`src/rtl/ofdm_seq_pkg.sv`:
```
package ofdm_seq_pkg;
    typedef enum logic [0:0] {
        PH_GUARD = 1'b0,
        PH_BODY  = 1'b1
    } phase_t;

    typedef struct packed {
        logic guard;
        logic body;
        logic psync;
        logic ssync;
        logic ifft_go;
        logic frame_go;
    } strobe_t;
endpackage

```
`src/rtl/ofdm_wrap_counter.sv`:
```
module ofdm_wrap_counter #(
    parameter int LIMIT = 7,
    parameter int W     = 3
) (
    input  logic         clk,
    input  logic         rst,
    input  logic         step,
    output logic [W-1:0] value,
    output logic         at_last
);
    localparam logic [W-1:0] LAST = W'(LIMIT - 1);

    assign at_last = (value == LAST);

    always_ff @(posedge clk) begin
        if (rst) begin
            value <= '0;
        end else if (step) begin
            if (at_last) value <= '0;
            else         value <= value + 1'b1;
        end
    end
endmodule

```
`src/rtl/ofdm_symbol_timer.sv`:
```
module ofdm_symbol_timer
    import ofdm_seq_pkg::*;
#(
    parameter int USEFUL   = 512,
    parameter int CP_LONG  = 40,
    parameter int CP_SHORT = 36,
    parameter int SAMPLE_W = 10
) (
    input  logic                clk,
    input  logic                rst,
    input  logic                en,
    input  logic                long_cp,
    output phase_t              phase,
    output logic [SAMPLE_W-1:0] sample,
    output logic                sym_last
);
    localparam logic [SAMPLE_W-1:0] LONG_GUARD_END  = SAMPLE_W'(CP_LONG - 1);
    localparam logic [SAMPLE_W-1:0] SHORT_GUARD_END = SAMPLE_W'(CP_SHORT - 1);
    localparam logic [SAMPLE_W-1:0] LONG_SYM_END    = SAMPLE_W'(CP_LONG + USEFUL - 1);
    localparam logic [SAMPLE_W-1:0] SHORT_SYM_END   = SAMPLE_W'(CP_SHORT + USEFUL - 1);

    phase_t phase_nxt;
    logic   guard_last;

    assign guard_last = (sample == (long_cp ? LONG_GUARD_END : SHORT_GUARD_END));
    assign sym_last   = (sample == (long_cp ? LONG_SYM_END : SHORT_SYM_END));

    // state register
    always_ff @(posedge clk) begin
        if (rst)     phase <= PH_GUARD;
        else if (en) phase <= phase_nxt;
    end

    // next-state logic
    always_comb begin
        phase_nxt = phase;
        unique case (phase)
            PH_GUARD: if (guard_last) phase_nxt = PH_BODY;
            PH_BODY:  if (sym_last)   phase_nxt = PH_GUARD;
        endcase
    end

    // sample counter
    always_ff @(posedge clk) begin
        if (rst) begin
            sample <= '0;
        end else if (en) begin
            if (sym_last) sample <= '0;
            else          sample <= sample + 1'b1;
        end
    end
endmodule

```
`src/rtl/ofdm_strobe_decode.sv`:
```
module ofdm_strobe_decode
    import ofdm_seq_pkg::*;
#(
    parameter int CP_LONG    = 40,
    parameter int CP_SHORT   = 36,
    parameter int LEAD       = 3,
    parameter int PSYNC_SYM  = 6,
    parameter int SSYNC_SYM  = 5,
    parameter int SYNC_SLOTA = 0,
    parameter int SYNC_SLOTB = 10,
    parameter int SAMPLE_W   = 10,
    parameter int SYM_W      = 3,
    parameter int SLOT_W     = 5
) (
    input  logic                en,
    input  phase_t              phase,
    input  logic                long_cp,
    input  logic [SAMPLE_W-1:0] sample,
    input  logic [SYM_W-1:0]    sym,
    input  logic [SLOT_W-1:0]   slot,
    output strobe_t             strobes
);
    localparam logic [SAMPLE_W-1:0] LONG_GO  = SAMPLE_W'(CP_LONG - LEAD);
    localparam logic [SAMPLE_W-1:0] SHORT_GO = SAMPLE_W'(CP_SHORT - LEAD);
    localparam logic [SYM_W-1:0]    PS_SYM   = SYM_W'(PSYNC_SYM);
    localparam logic [SYM_W-1:0]    SS_SYM   = SYM_W'(SSYNC_SYM);
    localparam logic [SLOT_W-1:0]   SLOT_A   = SLOT_W'(SYNC_SLOTA);
    localparam logic [SLOT_W-1:0]   SLOT_B   = SLOT_W'(SYNC_SLOTB);

    logic sync_slot;
    logic go_hit;

    assign sync_slot = (slot == SLOT_A) || (slot == SLOT_B);

    generate
        if (LEAD <= CP_SHORT) begin : g_lead_in_guard
            assign go_hit = (phase == PH_GUARD) &&
                            (sample == (long_cp ? LONG_GO : SHORT_GO));
        end else begin : g_lead_too_long
            assign go_hit = 1'b0;
        end
    endgenerate

    // output decode
    always_comb begin
        strobes = '0;
        if (en) begin
            unique case (phase)
                PH_GUARD: strobes.guard = 1'b1;
                PH_BODY:  strobes.body  = 1'b1;
            endcase
            strobes.psync    = sync_slot && (sym == PS_SYM);
            strobes.ssync    = sync_slot && (sym == SS_SYM);
            strobes.ifft_go  = go_hit;
            strobes.frame_go = (slot == '0) && (sym == '0) && (sample == '0);
        end
    end
endmodule

```
`src/rtl/ofdm_frame_sequencer.sv`:
```
module ofdm_frame_sequencer
    import ofdm_seq_pkg::*;
#(
    parameter int USEFUL     = 512,
    parameter int CP_LONG    = 40,
    parameter int CP_SHORT   = 36,
    parameter int SYMS       = 7,
    parameter int SLOTS      = 20,
    parameter int LEAD       = 3,
    parameter int PSYNC_SYM  = 6,
    parameter int SSYNC_SYM  = 5,
    parameter int SYNC_SLOTA = 0,
    parameter int SYNC_SLOTB = 10,
    parameter int SAMPLE_W   = $clog2(CP_LONG + USEFUL),
    parameter int SYM_W      = $clog2(SYMS),
    parameter int SLOT_W     = $clog2(SLOTS)
) (
    input  logic                clk,
    input  logic                rst,
    input  logic                en,
    output logic                guard_flag,
    output logic                body_flag,
    output logic                psync_flag,
    output logic                ssync_flag,
    output logic                ifft_start,
    output logic                frame_start,
    output logic [SLOT_W-1:0]   slot_idx,
    output logic [SYM_W-1:0]    sym_idx,
    output logic [SAMPLE_W-1:0] sample_idx
);
    phase_t  phase;
    strobe_t strobes;
    logic    sym_last;
    logic    slot_last;
    logic    frame_last;
    logic    long_cp;

    assign long_cp = (sym_idx == '0);

    ofdm_symbol_timer #(
        .USEFUL  (USEFUL),
        .CP_LONG (CP_LONG),
        .CP_SHORT(CP_SHORT),
        .SAMPLE_W(SAMPLE_W)
    ) u_timer (
        .clk     (clk),
        .rst     (rst),
        .en      (en),
        .long_cp (long_cp),
        .phase   (phase),
        .sample  (sample_idx),
        .sym_last(sym_last)
    );

    ofdm_wrap_counter #(.LIMIT(SYMS), .W(SYM_W)) u_sym_cnt (
        .clk    (clk),
        .rst    (rst),
        .step   (en && sym_last),
        .value  (sym_idx),
        .at_last(slot_last)
    );

    ofdm_wrap_counter #(.LIMIT(SLOTS), .W(SLOT_W)) u_slot_cnt (
        .clk    (clk),
        .rst    (rst),
        .step   (en && sym_last && slot_last),
        .value  (slot_idx),
        .at_last(frame_last)
    );

    ofdm_strobe_decode #(
        .CP_LONG   (CP_LONG),
        .CP_SHORT  (CP_SHORT),
        .LEAD      (LEAD),
        .PSYNC_SYM (PSYNC_SYM),
        .SSYNC_SYM (SSYNC_SYM),
        .SYNC_SLOTA(SYNC_SLOTA),
        .SYNC_SLOTB(SYNC_SLOTB),
        .SAMPLE_W  (SAMPLE_W),
        .SYM_W     (SYM_W),
        .SLOT_W    (SLOT_W)
    ) u_decode (
        .en     (en),
        .phase  (phase),
        .long_cp(long_cp),
        .sample (sample_idx),
        .sym    (sym_idx),
        .slot   (slot_idx),
        .strobes(strobes)
    );

    assign guard_flag  = strobes.guard;
    assign body_flag   = strobes.body;
    assign psync_flag  = strobes.psync;
    assign ssync_flag  = strobes.ssync;
    assign ifft_start  = strobes.ifft_go;
    assign frame_start = strobes.frame_go;

    logic unused_last;
    assign unused_last = frame_last;
endmodule

```
`config.mk`:
```
export PLATFORM = sky130hd
export DESIGN_NAME = ofdm_frame_sequencer
export DESIGN_NICKNAME = d
export VERILOG_FILES = /design/src/rtl/ofdm_seq_pkg.sv /design/src/rtl/ofdm_wrap_counter.sv /design/src/rtl/ofdm_symbol_timer.sv /design/src/rtl/ofdm_strobe_decode.sv /design/src/rtl/ofdm_frame_sequencer.sv
export SDC_FILE = /design/constraint.sdc
export NUM_CORES = 1
export LEC_CHECK = 0
export ABC_AREA = 0
export BUFFER_PORTS_ARGS = -buffer_cell sky130_fd_sc_hd__buf_4
export CAP_MARGIN = 20
export CORE_MARGIN = 3
export CORE_UTILIZATION = 45
export DETAILED_ROUTE_END_ITERATION = 7
export PLACE_DENSITY = 0.66
export SETUP_SLACK_MARGIN = 0.1
export SLEW_MARGIN = 20
export SYNTH_ARGS = -nofsm -noshare
export SYNTH_HDL_FRONTEND = slang
export SYNTH_SLANG_ARGS = --single-unit
```
`constraint.sdc`:
```
create_clock -name clk -period 3.3 [get_ports clk]
set_clock_uncertainty 0.2 [all_clocks]
set_input_delay 0.495 -clock clk [delete_from_list [all_inputs] [get_ports clk]]
set_output_delay 0.495 -clock clk [all_outputs]
set_load 0.05 [all_outputs]
```
### Word level (Yosys, flattened, before mapping)

Index checks and enable logic that the tools add are counted.

* add/subtract/negate cells: 3
* eq/ne operators: 7
* multiplexer cells: 12
* bitwise gates (word level): 1
* reductions and logical operators: 11

Operators with widths (count)
* 10-bit == test: 3
* 3-bit two-way mux: 4
* 10-bit by 1-bit adder with 10-bit output (second input constant): 1
* 10-bit zero test: 1
* 10-bit two-way mux: 1
* 1-bit logical AND: 7
* 3-bit == test (second input constant): 2
* 6-bit two-way mux: 1
* 5-bit by 1-bit adder with 5-bit output (second input constant): 1
* 5-bit by 4-bit == test with 1-bit output (second input constant): 1
* 5-bit == test (second input constant): 1
* 5-bit zero test: 1
* 5-bit two-way mux: 1
* 1-bit two-way mux: 4
* 3-bit by 1-bit adder with 3-bit output (second input constant): 1
* 3-bit zero test: 1
* 1-bit one-hot mux with 2 select lines: 1
* 1-bit logical OR: 1
* 1-bit inverter: 1

* register bits after elaboration: 19
* output and inout bits: 24
* logic and storage cells: 38

### Longest topological paths before layout

Gate-level depths: netlist of the first run.

* depth after elaboration: 5
* depth in mapped cells: 7
* depth with buffers taken out: 5

### Modules after synthesis

From an unflattened synthesis of the first run, not the netlist that was laid out.

* cell total of the unflattened synthesis: 122
* area total of the unflattened synthesis: 1067.3 µm²

Modules (own cells, without submodules)
* ofdm_symbol_timer: times used 1, cells each 59, area an instance 528.0 µm², seq. area each 220.2 µm²
* ofdm_wrap_counter at u_slot_cnt: times used 1, cells each 24, area an instance 256.5 µm², seq. area each 100.1 µm²
* ofdm_strobe_decode: times used 1, cells each 20, area an instance 130.1 µm², seq. area each 0.0 µm²
* ofdm_wrap_counter at u_sym_cnt: times used 1, cells each 16, area an instance 130.1 µm², seq. area each 60.1 µm²
* ofdm_frame_sequencer: times used 1, cells each 3, area an instance 22.5 µm², seq. area each 0.0 µm²

### Worst setup path before layout of the first run

Ideal clock, no wire load.

* kind: register to output
* start point: register u_slot_cnt.value[3]
* end point: output port psync_flag
* arrival time: 2.110 ns
* data required time: 2.605 ns
* path slack: 0.495 ns
* stages on the path, launching flop included: 4
* buffers on the path: 1
* cells stage by stage: dfxtp_1 > clkbuf_1 > mux2i_1 > nor3_1

* cells in the longest elaborated chain, start to end: 4
* elaborated cells on any way between the ends: 5

Ends and longest elaborated chain
* from (decl): RTL line ofdm_wrap_counter.sv:8 `output logic [W-1:0] value,`
* from (signal assigned): RTL line ofdm_wrap_counter.sv:20 `else value <= value + 1'b1;`
* 5-bit by 4-bit == test with 1-bit output / 5-bit zero test (equally long branches): RTL line ofdm_strobe_decode.sv:33 `assign sync_slot = (slot == SLOT_A) || (slot == SLOT_B);`
* 1-bit logical OR *: RTL line ofdm_strobe_decode.sv:33
* 1-bit logical AND *: RTL line ofdm_strobe_decode.sv:52 `strobes.psync = sync_slot && (sym == PS_SYM);`
* 6-bit two-way mux *: RTL line ofdm_strobe_decode.sv:47 `if (en) begin`
* to (decl): RTL line ofdm_frame_sequencer.sv:23 `output logic psync_flag,`

Mark *: on every way between the ends. The rest lies on a longest branch, timed or not.

### Final worst setup path of the first run

* start point: register u_sym_cnt.value[0]
* end point: output port ifft_start

* cells in the longest elaborated chain, start to end: 5

Ends and longest elaborated chain
* from (decl): RTL line ofdm_wrap_counter.sv:8
* from (signal assigned): RTL line ofdm_wrap_counter.sv:20
* 3-bit zero test: RTL line ofdm_frame_sequencer.sv:38 `assign long_cp = (sym_idx == '0);`
* 3-bit two-way mux: RTL line ofdm_strobe_decode.sv:38 `(sample == (long_cp ? LONG_GO : SHORT_GO));`
* 10-bit == test: RTL line ofdm_strobe_decode.sv:38
* 1-bit logical AND: RTL line ofdm_strobe_decode.sv:37 `assign go_hit = (phase == PH_GUARD) &&`
* 6-bit two-way mux: RTL line ofdm_strobe_decode.sv:47
* to (decl): RTL line ofdm_frame_sequencer.sv:25 `output logic ifft_start,`

No other way between the ends.

==> flow_metrics.tcl, run 1 <==
set metrics [dict create \
    drive_gt1_frac 0.2099 \
    first_global_vias 941 \
    gp_congestion 0.7911 \
    critPathBufInv 1 \
    grt_usage 0.1686 \
    status "finished, final reports clean" \
    core_um2 2340 \
    die_area_um2 3244 \
    rsz0062_at_grt "no" \
    hold_violations 0 \
    drv_slew 0 \
    ios 27 \
    post-route-min-period_ns 2.779 \
    cts_tree "yes" \
    drt_pass1_iterations 4 \
    reg2reg_from "u_timer.sample[0]" \
    synth_edf_count 0 \
    nets 172 \
    numClockSinks 19 \
    finalPower_uw 399.8 \
    finish.utilization 0.5775 \
    synthArstFlopShare 0 \
    hold_buffers 0 \
    drcViolationCount 0 \
    cts_root_buffer "clkbuf_4" \
    hpwl_um 1946 \
    min_path_type "primary input to flop" \
    synth-seq-cells 19 \
    cap_violations 0 \
    port_buffers 26 \
    postCtsSetupBuffers 0 \
    p_leak_uw 0.0005509 \
    grt_pass1_wl_um 4381 \
    start_kind "flop" \
    ys_types 35 \
    synth_warnings 0 \
    initial_utilization 0.4995 \
    cp_slowest_cell "or4_4" \
    slew_headroom 0.7178 \
    ys_top_cells_by_area "dfxtp_1 33%, ha_1 6.4%, nor2_1 5.1%" \
    crit_arrival_ns 2.08 \
    tns_ns 0 \
    r2r-end "u_slot_cnt.value[4]" \
    antenna_cells 0 \
    antenna_found_initial 0 \
    rows 17 \
    yosysSeqAreaShare 0.3255 \
    ctsLongestPathBuffers 2 \
    yosysTopAreaCellShare 0.3255 \
    die_x_um 56.96 \
    cpPeakStageDelay_ns 0.56 \
    ant_nets 0 \
    postSynthAreaPerCell_um2 8.230 \
    hold_depth 2 \
    die_h_um 56.96 \
    ctsResizeCount 0 \
    viasPerCell 5.679 \
    overflow 0 \
    synth_ff_type "dfxtp_1" \
    synthToLayoutAreaGrowth_pct 15.63 \
    h-tree-depth 1 \
    worst-path-max-fanout 11 \
    cp-end-kind "output pin" \
    grt_start_max_net_pins 15 \
    fmax_ghz 0.3598 \
    yosysTopAreaCell "dfxtp_1" \
    worstSkewPairLatency_ns 0.30 \
    worstMarginPinSlew_ns 0.4221 \
    first_iter_violations 38 \
    r2r_cells 5 \
    synthesis.nets 151 \
    worstPathRequired_ns 2.60 \
    worst-setup-path-type "flop to output pin" \
    min_to "u_slot_cnt.value[2]" \
    finalWirelength_um 2653 \
    cpLargestDelayFamily "simple AND/OR/NAND/NOR gates" \
    vias 1079 \
    finalCritPeriodShare 0.8422 \
    crit_chain "or4_4 > and4_1 > nand2_1 > and4bb_2 > buf_4" \
    worstHoldStart "rst" \
    powerDensity_nw_per_um2 295.9 \
    reg2reg_slack_ns 0.89 \
    max-vdd-ir-drop_mv 0.2264 \
    clkTransAtPathRegs_ns 0.11 \
    cts_made_buffers 3 \
    finalSetupViolations 0 \
    syn_inst 142 \
    wl_per_cell_um 13.96 \
    syn_area_um2 1169 \
]
==> how the worst max path moves through the flow <==
stage,from,cells past startpoint,to,slack (ns)
CTS,u_sym_cnt.value[0],5,ifft_start,0.51
finish,u_sym_cnt.value[0],5,ifft_start,0.52
floorplan,u_slot_cnt.value[3],3,psync_flag,0.49
detailed placement,u_sym_cnt.value[1],5,ifft_start,0.87
global route,u_sym_cnt.value[1],5,ifft_start,0.36
global placement,u_sym_cnt.value[0],5,ifft_start,0.89
==> worst reg2reg max path, cell delays in order (launching register included) <==
cell and delay (ns):
dfxtp_1 0.49, ha_1 0.32, nand4_1 0.29, or3_1 0.43, or4_1 0.47, a31oi_1 0.16
==> metal layers <==
metal  GRT usage  part of all wire
met1      0.2497              0.49
met2      0.2463              0.43
met3     0.02715             0.071
met4     0.05960            0.0090
met5           0                 0
==> report_power, final <==
part / leakage [µW] / internal, µW / switching, µW / total (µW)
registers: 0.000153 / 231 / 4.04 / 235
clock network: 0.0000150 / 47.1 / 73.5 / 121
logic: 0.000383 / 13.6 / 30.3 / 43.9
total: 0.000551 / 292 / 108 / 400
==> cells by family (layout without fill, tap and decap cells) <==
family,count (synthesis),count (layout),synth area share
adder cells (fa/ha/maj),6,6,0.06424
multiplexers,2,2,0.01820
XOR/XNOR,8,8,0.05996
AO/OA/AOI/OAI,23,23,0.1188
AND/OR/NAND/NOR,66,66,0.3244
buffers and inverters,18,38,0.08887
flip-flops,19,19,0.3255
==> layout by cell type (no fill, tap or decap), types with 2 or more instances in the layout <==
cell,Yosys,final
a21oi_1,6,6
a31oi_1,2,2
and4_1,3,3
buf_4,1,26
clkbuf_4,0,3
dfxtp_1,19,19
ha_1,6,6
inv_1,8,8
nand2_1,8,8
nand3_1,7,7
nand4_1,8,8
nor2_1,16,16
nor2b_1,5,5
nor3_1,6,6
nor4_1,3,3
o21ai_0,7,7
o31ai_1,5,5
or4_1,2,2
xnor2_1,6,6
xor2_1,2,2
==> metrics by stage <==
stage                     instances  hold WS, ns  instance area (µm²)  worst slack [ns]
after detailed placement        186       0.2886                 1325            0.8654
final                           190       0.2638                 1351            0.5208
after floorplan                 142       0.2556                 1169            0.4946
after CTS                       190       0.2514                 1351            0.5060
after global placement          186       0.2961                 1325            0.8930
after global routing            190       0.2493                 1351            0.3601
==> cell usage after synthesis, drive strengths merged, types with 6 or more instances <==
cell type,n
inv,8
ha,6
xnor2,6
buf,7
o21ai,7
nor2,16
nand2,8
a21oi,6
dfxtp,19
nor3,6
nand4,8
nand3,7
==> layout make-up <==
type                            count  area, µm²
Fill cell                         231      988.4
Multi-Input combinational cell    105      684.4
Sequential cell                    19      380.4
Timing Repair Buffer               26      195.2
Tap cell                           28      35.03
Inverter                            8      30.03
Clock buffer                        4      26.28
==> state kept, by name, indices dropped and copies added (netlist names) <==
signal	flops
u_slot_cnt.value	5
u_sym_cnt.value	3
u_timer.phase	1
u_timer.sample	10
Note: power is estimated with default switching activity, not from simulation.
==> run 2: changes to the inputs <==
--- a/config.mk
+++ b/config.mk
@@ -5,13 +5,13 @@
 export SDC_FILE = /design/constraint.sdc
 export NUM_CORES = 1
 export LEC_CHECK = 0
-export ABC_AREA = 0
+export ABC_AREA = 1
 export BUFFER_PORTS_ARGS = -buffer_cell sky130_fd_sc_hd__buf_4
 export CAP_MARGIN = 20
 export CORE_MARGIN = 3
 export CORE_UTILIZATION = 45
 export DETAILED_ROUTE_END_ITERATION = 7
-export PLACE_DENSITY = 0.66
+export PLACE_DENSITY = 0.65
 export SETUP_SLACK_MARGIN = 0.1
 export SLEW_MARGIN = 20
 export SYNTH_ARGS = -nofsm -noshare
==> constraint.sdc (replaced) <==
create_clock -name clk -period 2.85 [get_ports clk]
set_clock_uncertainty 0.2 [all_clocks]
set_input_delay 0.4275 -clock clk [delete_from_list [all_inputs] [get_ports clk]]
set_output_delay 0.4275 -clock clk [all_outputs]
set_load 0.05 [all_outputs]
==> run 2 against run 1 <==
Net effect:
- global-route usage increased by 0.22 points
- sequential cell count unchanged
- total power increased by 15%
- via count increased by 2.3%
- synthesized area increased by 1.4%
- worst setup slack got worse by 0.026 ns
- worst hold slack got worse by 0.12 ns
- clock-buffer cell count unchanged
- critical path type unchanged
- largest cell class unchanged
==> flow_metrics.tcl, run 2 <==
set metrics [dict create \
    critPathBufInv 2 \
    syn_area_um2 1185 \
    ant_nets 0 \
    grt_usage 0.1708 \
    fmax_ghz 0.4247 \
    worstSkewPairLatency_ns 0.30 \
    post-route-min-period_ns 2.355 \
    port_buffers 26 \
    max-vdd-ir-drop_mv 0.2792 \
    postCtsSetupBuffers 0 \
    vias 1104 \
    die_x_um 57.32 \
    gp_congestion 0.7643 \
    syn_inst 167 \
    p_switching_uw 122.5 \
    cts_made_buffers 3 \
    drv_slew 0 \
    min_path_type "primary input to flop" \
    cp.depth 7 \
    synthesis.nets 176 \
    hold_violations 0 \
    p_int_uw 337.0 \
    ys_types 29 \
    cpLargestDelayFamily "simple AND/OR/NAND/NOR gates" \
    grt_pass1_wl_um 4498 \
    ctsLongestPathBuffers 2 \
    drive_gt1_frac 0.2462 \
    initial_utilization 0.5019 \
    startpoint "u_slot_cnt.value[0]" \
    hpwl_um 2034 \
    antenna_found_initial 0 \
    dp_slack_ns 0.7343 \
    rsz0062_at_grt "no" \
    cp_slowest_cell "dfxtp_1" \
    synth_warnings 0 \
    cpPeakStageDelay_ns 0.35 \
    first_iter_violations 41 \
    cts_root_buffer "clkbuf_4" \
    worstMarginPinSlew_ns 0.3264 \
    numClockSinks 19 \
    cap_violations 0 \
    powerDensity_nw_per_um2 319.6 \
    drt_pass1_iterations 4 \
    synthToLayoutAreaGrowth_pct 21.33 \
    h-tree-depth 1 \
    die_area_um2 3285 \
    worstPathRequired_ns 2.22 \
    fin_ws_ns 0.4953 \
    seq_power_share 0.590 \
    overflow 0 \
    worst-path-max-fanout 4 \
    finalSetupViolations 0 \
    rows 17 \
    cts_tree "yes" \
    worstHoldStart "rst" \
    hold_depth 2 \
    worst-setup-path-type "flop to output pin" \
    ys_top_cells_by_count "33 x nand2_1, 25 x inv_1, 20 x nor2_1" \
    synth_ff_type "dfxtp_1" \
    ctsResizeCount 0 \
    wl_per_cell_um 11.61 \
    r2r_cells 8 \
    die_h_um 57.32 \
    nets 205 \
    finalCritPeriodShare 0.8262 \
    p_leak_uw 0.0006750 \
    switching_share 0.2666 \
    finalWirelength_um 2590 \
    largest-register "u_timer.sample" \
    ios 27 \
    cp-end-kind "output pin" \
    final_cell_mix "33 x nand2_1, 26 x buf_4, 25 x inv_1, 20 x nor2_1, 19 x dfxtp_1" \
    layout_commonest_cell "nand2_1" \
    synth_edf_count 0 \
    power_frac_comb 0.108 \
    crit_chain "inv_1 > ha_1 > nand2_1 > nor2_1 > a41oi_1 > nor4_2 > buf_4" \
    yosysMostFrequentCell "nand2_1" \
    reg2reg_from "u_timer.sample[0]" \
    yosysTopAreaCellShare 0.3210 \
    status "finished, final reports clean" \
    viasPerCell 4.951 \
    clkTransAtPathRegs_ns 0.11 \
    p_clk_frac 0.301 \
    grt_start_max_net_pins 12 \
    postSynthAreaPerCell_um2 7.095 \
    synth-seq-cells 19 \
    first_global_vias 1019 \
    drcViolationCount 0 \
    start_kind "flop" \
    yosysTopAreaCell "dfxtp_1" \
    yosysSeqAreaShare 0.3210 \
    tns_ns 0 \
    slew_headroom 0.7795 \
    core_um2 2361 \
    reg_top3 "u_timer.sample x10, u_slot_cnt.value x5, u_sym_cnt.value x3" \
    antenna_cells 0 \
    ys_top_cells_by_area "dfxtp_1 32%, nand2_1 10%, inv_1 7.9%" \
    crit_arrival_ns 1.73 \
    synthArstFlopShare 0 \
    largest_reg_flops 10 \
    hold_buffers 0 \
]
## run 2: cell types whose count changed after synthesis, sizes merged, moves of 3 or more
cell and delta:
xor2 +4, nand3 +5, a21oi +3, or4 -3
nand2 +26, buf -6, o31ai -5, o21ai -6
nor2 +12, inv +19, xnor2 -4, and4 -3
nor4 -3, nor2b -5
## run 2: layer usage
| layer | vias to the layer above | GRT usage | share of wire |
|---|---|---|---|
| met1 | 485 | 0.2476 | 0.52 |
| met2 | 24 | 0.2561 | 0.43 |
| met5 | - | 0 | 0 |
| met4 | 0 | 0.03974 | 0.0093 |
| met3 | 4 | 0.04072 | 0.049 |
| li1 | 591 | - | - |
## run 2: cell families after synthesis
group | count (synthesis) | synth area share
simple gates | 92 | 0.4002
buf+inv | 30 | 0.1014
compound gates | 12 | 0.05491
xor+xnor | 8 | 0.05914
flops | 19 | 0.3210
fa+ha+maj | 6 | 0.06336
## run 2: stage by stage
step / util / cell area [µm²] / instances / power, µW / hold WS, ns
global route: 0.6089 / 1438 / 223 / 479.5 / 0.1389
finish: 0.6089 / 1438 / 223 / 459.5 / 0.1478
detailed placement: 0.5978 / 1411 / 219 / 327.3 / 0.2948
CTS: 0.6089 / 1438 / 223 / 463.5 / 0.1393
global placement: 0.5978 / 1411 / 219 / 326.9 / 0.2972
floorplan: - / 1196 / 167 / 313.4 / 0.2595
## run 2: cell type report
type,instances,area (µm²)
inverter,28,105.1
multi-input combinational,118,695.7
clock buffer,4,26.28
tap,28,35.03
sequential,19,380.4
timing repair buffer,26,195.2
fill,230,923.4
## run 2: final timing paths
check	end	slack, ns
max reg2reg	u_timer.sample[8]	1.07
min	u_timer.sample[1]	0.15
min reg2reg	u_timer.phase	0.31
max	ssync_flag	0.50
## run 2: power groups by stage
stage,Combinational [µW],Sequential [µW],Clock (µW)
2_1_floorplan,28.5,285,0
3_3_place_gp,49.8,277,0
3_5_place_dp,49.9,277,0
4_1_cts,50.0,271,142
5_1_grt,53.4,272,154
6_report,49.8,271,139
==> run 3: changes to the inputs <==
--- a/config.mk
+++ b/config.mk
@@ -11,7 +11,7 @@
 export CORE_MARGIN = 3
 export CORE_UTILIZATION = 45
 export DETAILED_ROUTE_END_ITERATION = 7
-export PLACE_DENSITY = 0.65
+export PLACE_DENSITY = 0.68
 export SETUP_SLACK_MARGIN = 0.1
 export SLEW_MARGIN = 20
 export SYNTH_ARGS = -nofsm -noshare
==> constraint.sdc (replaced) <==
create_clock -name clk -period 2 [get_ports clk]
set_clock_uncertainty 0.2 [all_clocks]
set_input_delay 0.3 -clock clk [delete_from_list [all_inputs] [get_ports clk]]
set_output_delay 0.3 -clock clk [all_outputs]
set_load 0.05 [all_outputs]
==> run 3 against run 2 <==
Net effect:
- the run now ends with setup timing left
- routed wire length up 25%
- critical path type unchanged
- worst setup slack got worse by 0.55 ns
- sequential power grew 40%
- total power increased by 47%
- sequential cell count unchanged
- combinational power increased by 93%
==> flow_metrics.tcl, run 3 (same netlist as run 2, synthesis figures left out) <==
set metrics [dict create \
    core_um2 2361 \
    multi_input_area_um2 835.8 \
    p_clk_frac 0.299 \
    p_switching_uw 191.5 \
    cap_violations 0 \
    grt_start_max_net_pins 12 \
    finalWirelength_um 3245 \
    finalSetupViolations 3 \
    final_cell_mix "36 x buf_4, 29 x nand2_1, 20 x inv_1, 18 x nor2_1, 10 x nand3_1" \
    gp_congestion 0.8106 \
    grt_pass1_wl_um 5278 \
    largest_reg_flops 10 \
    drv_slew 0 \
    cp_slowest_cell "dfxtp_4" \
    ant_nets 0 \
    h-tree-depth 1 \
    start_kind "flop" \
    dp_slack_ns 0.1817 \
    first_global_vias 1201 \
    cpLargestDelayFamily "simple AND/OR/NAND/NOR gates" \
    violations "setup timing" \
    nets 221 \
    max-vdd-ir-drop_mv 0.4035 \
    port_buffers 26 \
    cts_made_buffers 3 \
    cp-end-kind "output pin" \
    min_path_type "primary input to flop" \
    seq_power_share 0.559 \
    stdcell_count 239 \
    worstSkewPairLatency_ns 0.30 \
    cts_root_buffer "clkbuf_4" \
    ctsLongestPathBuffers 2 \
    hpwl_um 2239 \
    worstMarginPinSlew_ns 0.2819 \
    worst-setup-path-type "flop to output pin" \
    drive_gt1_frac 0.4455 \
    worst-path-max-fanout 2 \
    die_area_um2 3285 \
    fillers 196 \
    vias 1248 \
    cpPeakStageDelay_ns 0.37 \
    die_h_um 57.32 \
    dp.cells 220 \
    viasPerCell 5.222 \
    rsz0062_at_grt "yes" \
    slew_headroom 0.8118 \
    wl_per_cell_um 13.58 \
    crit_arrival_ns 1.55 \
    antenna_cells 0 \
    clkTransAtPathRegs_ns 0.11 \
    p_int_uw 486.1 \
    first_iter_violations 43 \
    post-route-min-period_ns 2.053 \
    reg_top3 "u_timer.sample x10, u_slot_cnt.value x5, u_sym_cnt.value x3" \
    worstPathRequired_ns 1.50 \
    switching_share 0.2826 \
    status "finished, violations left" \
    grt_usage 0.2032 \
    rows 17 \
    numClockSinks 19 \
    power_frac_comb 0.142 \
    drcViolationCount 0 \
    finalCritPeriodShare 1.027 \
    cts_tree "yes" \
    critPathBufInv 2 \
    layout_commonest_cell "buf_4" \
    seq_area_um2 414.1 \
    overflow 0 \
    fin_ws_ns -0.05345 \
    initial_utilization 0.5019 \
    drt_pass1_iterations 4 \
    die_x_um 57.32 \
    hold_violations 0 \
    synthToLayoutAreaGrowth_pct 47.41 \
    p_leak_uw 0.0008132 \
    fmax_ghz 0.4870 \
    crit_chain "inv_4 > ha_4 > nand2_4 > nor2_4 > nand4_1 > nor3_4 > buf_6" \
    powerDensity_nw_per_um2 387.9 \
    antenna_found_initial 0 \
    finish.utilization 0.7398 \
    largest-register "u_timer.sample" \
    ios 27 \
]
run 3: per-stage QoR:
stage          total power (µW)  setup TNS [ns]  hold WS [ns]  instance area [µm²]
3_5_place_dp              470.0               0        0.2886                 1499
5_1_grt                   709.8         -0.3315        0.1092                 1747
6_report                  677.6        -0.08234        0.1008                 1747
4_1_cts                   670.7        -0.03934       0.01524                 1684
2_1_floorplan             447.5               0        0.2595                 1276
3_3_place_gp              468.5               0        0.2764                 1499
run 3: tightest hold or removal path: stages:
cell     delay, ns
buf_4         0.16
nand2_1       0.07
a21oi_1       0.05
run 3: repair_timing:
item / CTS / global route
hold buffers: 0 / 1
cloned: 0 / 1
hold endpoints to repair: 0 / 2
gates resized for setup: 24 / 5
endpoints found under the setup margin: 4 / 9
pin swaps: 10 / 7
buffers inserted: 10 / 3
run 3: metal layers:
layer | track usage | part of all wire
met5 | 0 | 0
met4 | 0.09603 | 0.026
met3 | 0.02941 | 0.051
met2 | 0.3328 | 0.47
met1 | 0.2613 | 0.45
run 3: final cells by class:
class	count	area share
Clock buffer	4	0.01504
Inverter	28	0.06304
Multi-Input combinational cell	119	0.4785
Sequential cell	19	0.2371
Tap cell	28	0.02006
Timing Repair Buffer	41	0.1862
run 3: worst paths after layout:
kind	from	end	slack [ns]	depth (start not counted)
max	u_slot_cnt.value[1]	frame_start	-0.05	7
min	en	u_timer.sample[0]	0.10	3
max reg2reg	u_timer.sample[0]	u_slot_cnt.value[0]	0.21	8
min reg2reg	u_timer.phase	u_timer.phase	0.31	2
run 3: power by group through the flow:
| stage | combinational, µW | clock (µW) | sequential, µW |
|---|---|---|---|
| 2_1_floorplan | 46.2 | 0 | 401 |
| 3_3_place_gp | 78.4 | 0 | 390 |
| 3_5_place_dp | 79.7 | 0 | 390 |
| 4_1_cts | 91.4 | 201 | 379 |
| 5_1_grt | 103 | 228 | 380 |
| 6_report | 96.0 | 203 | 379 |
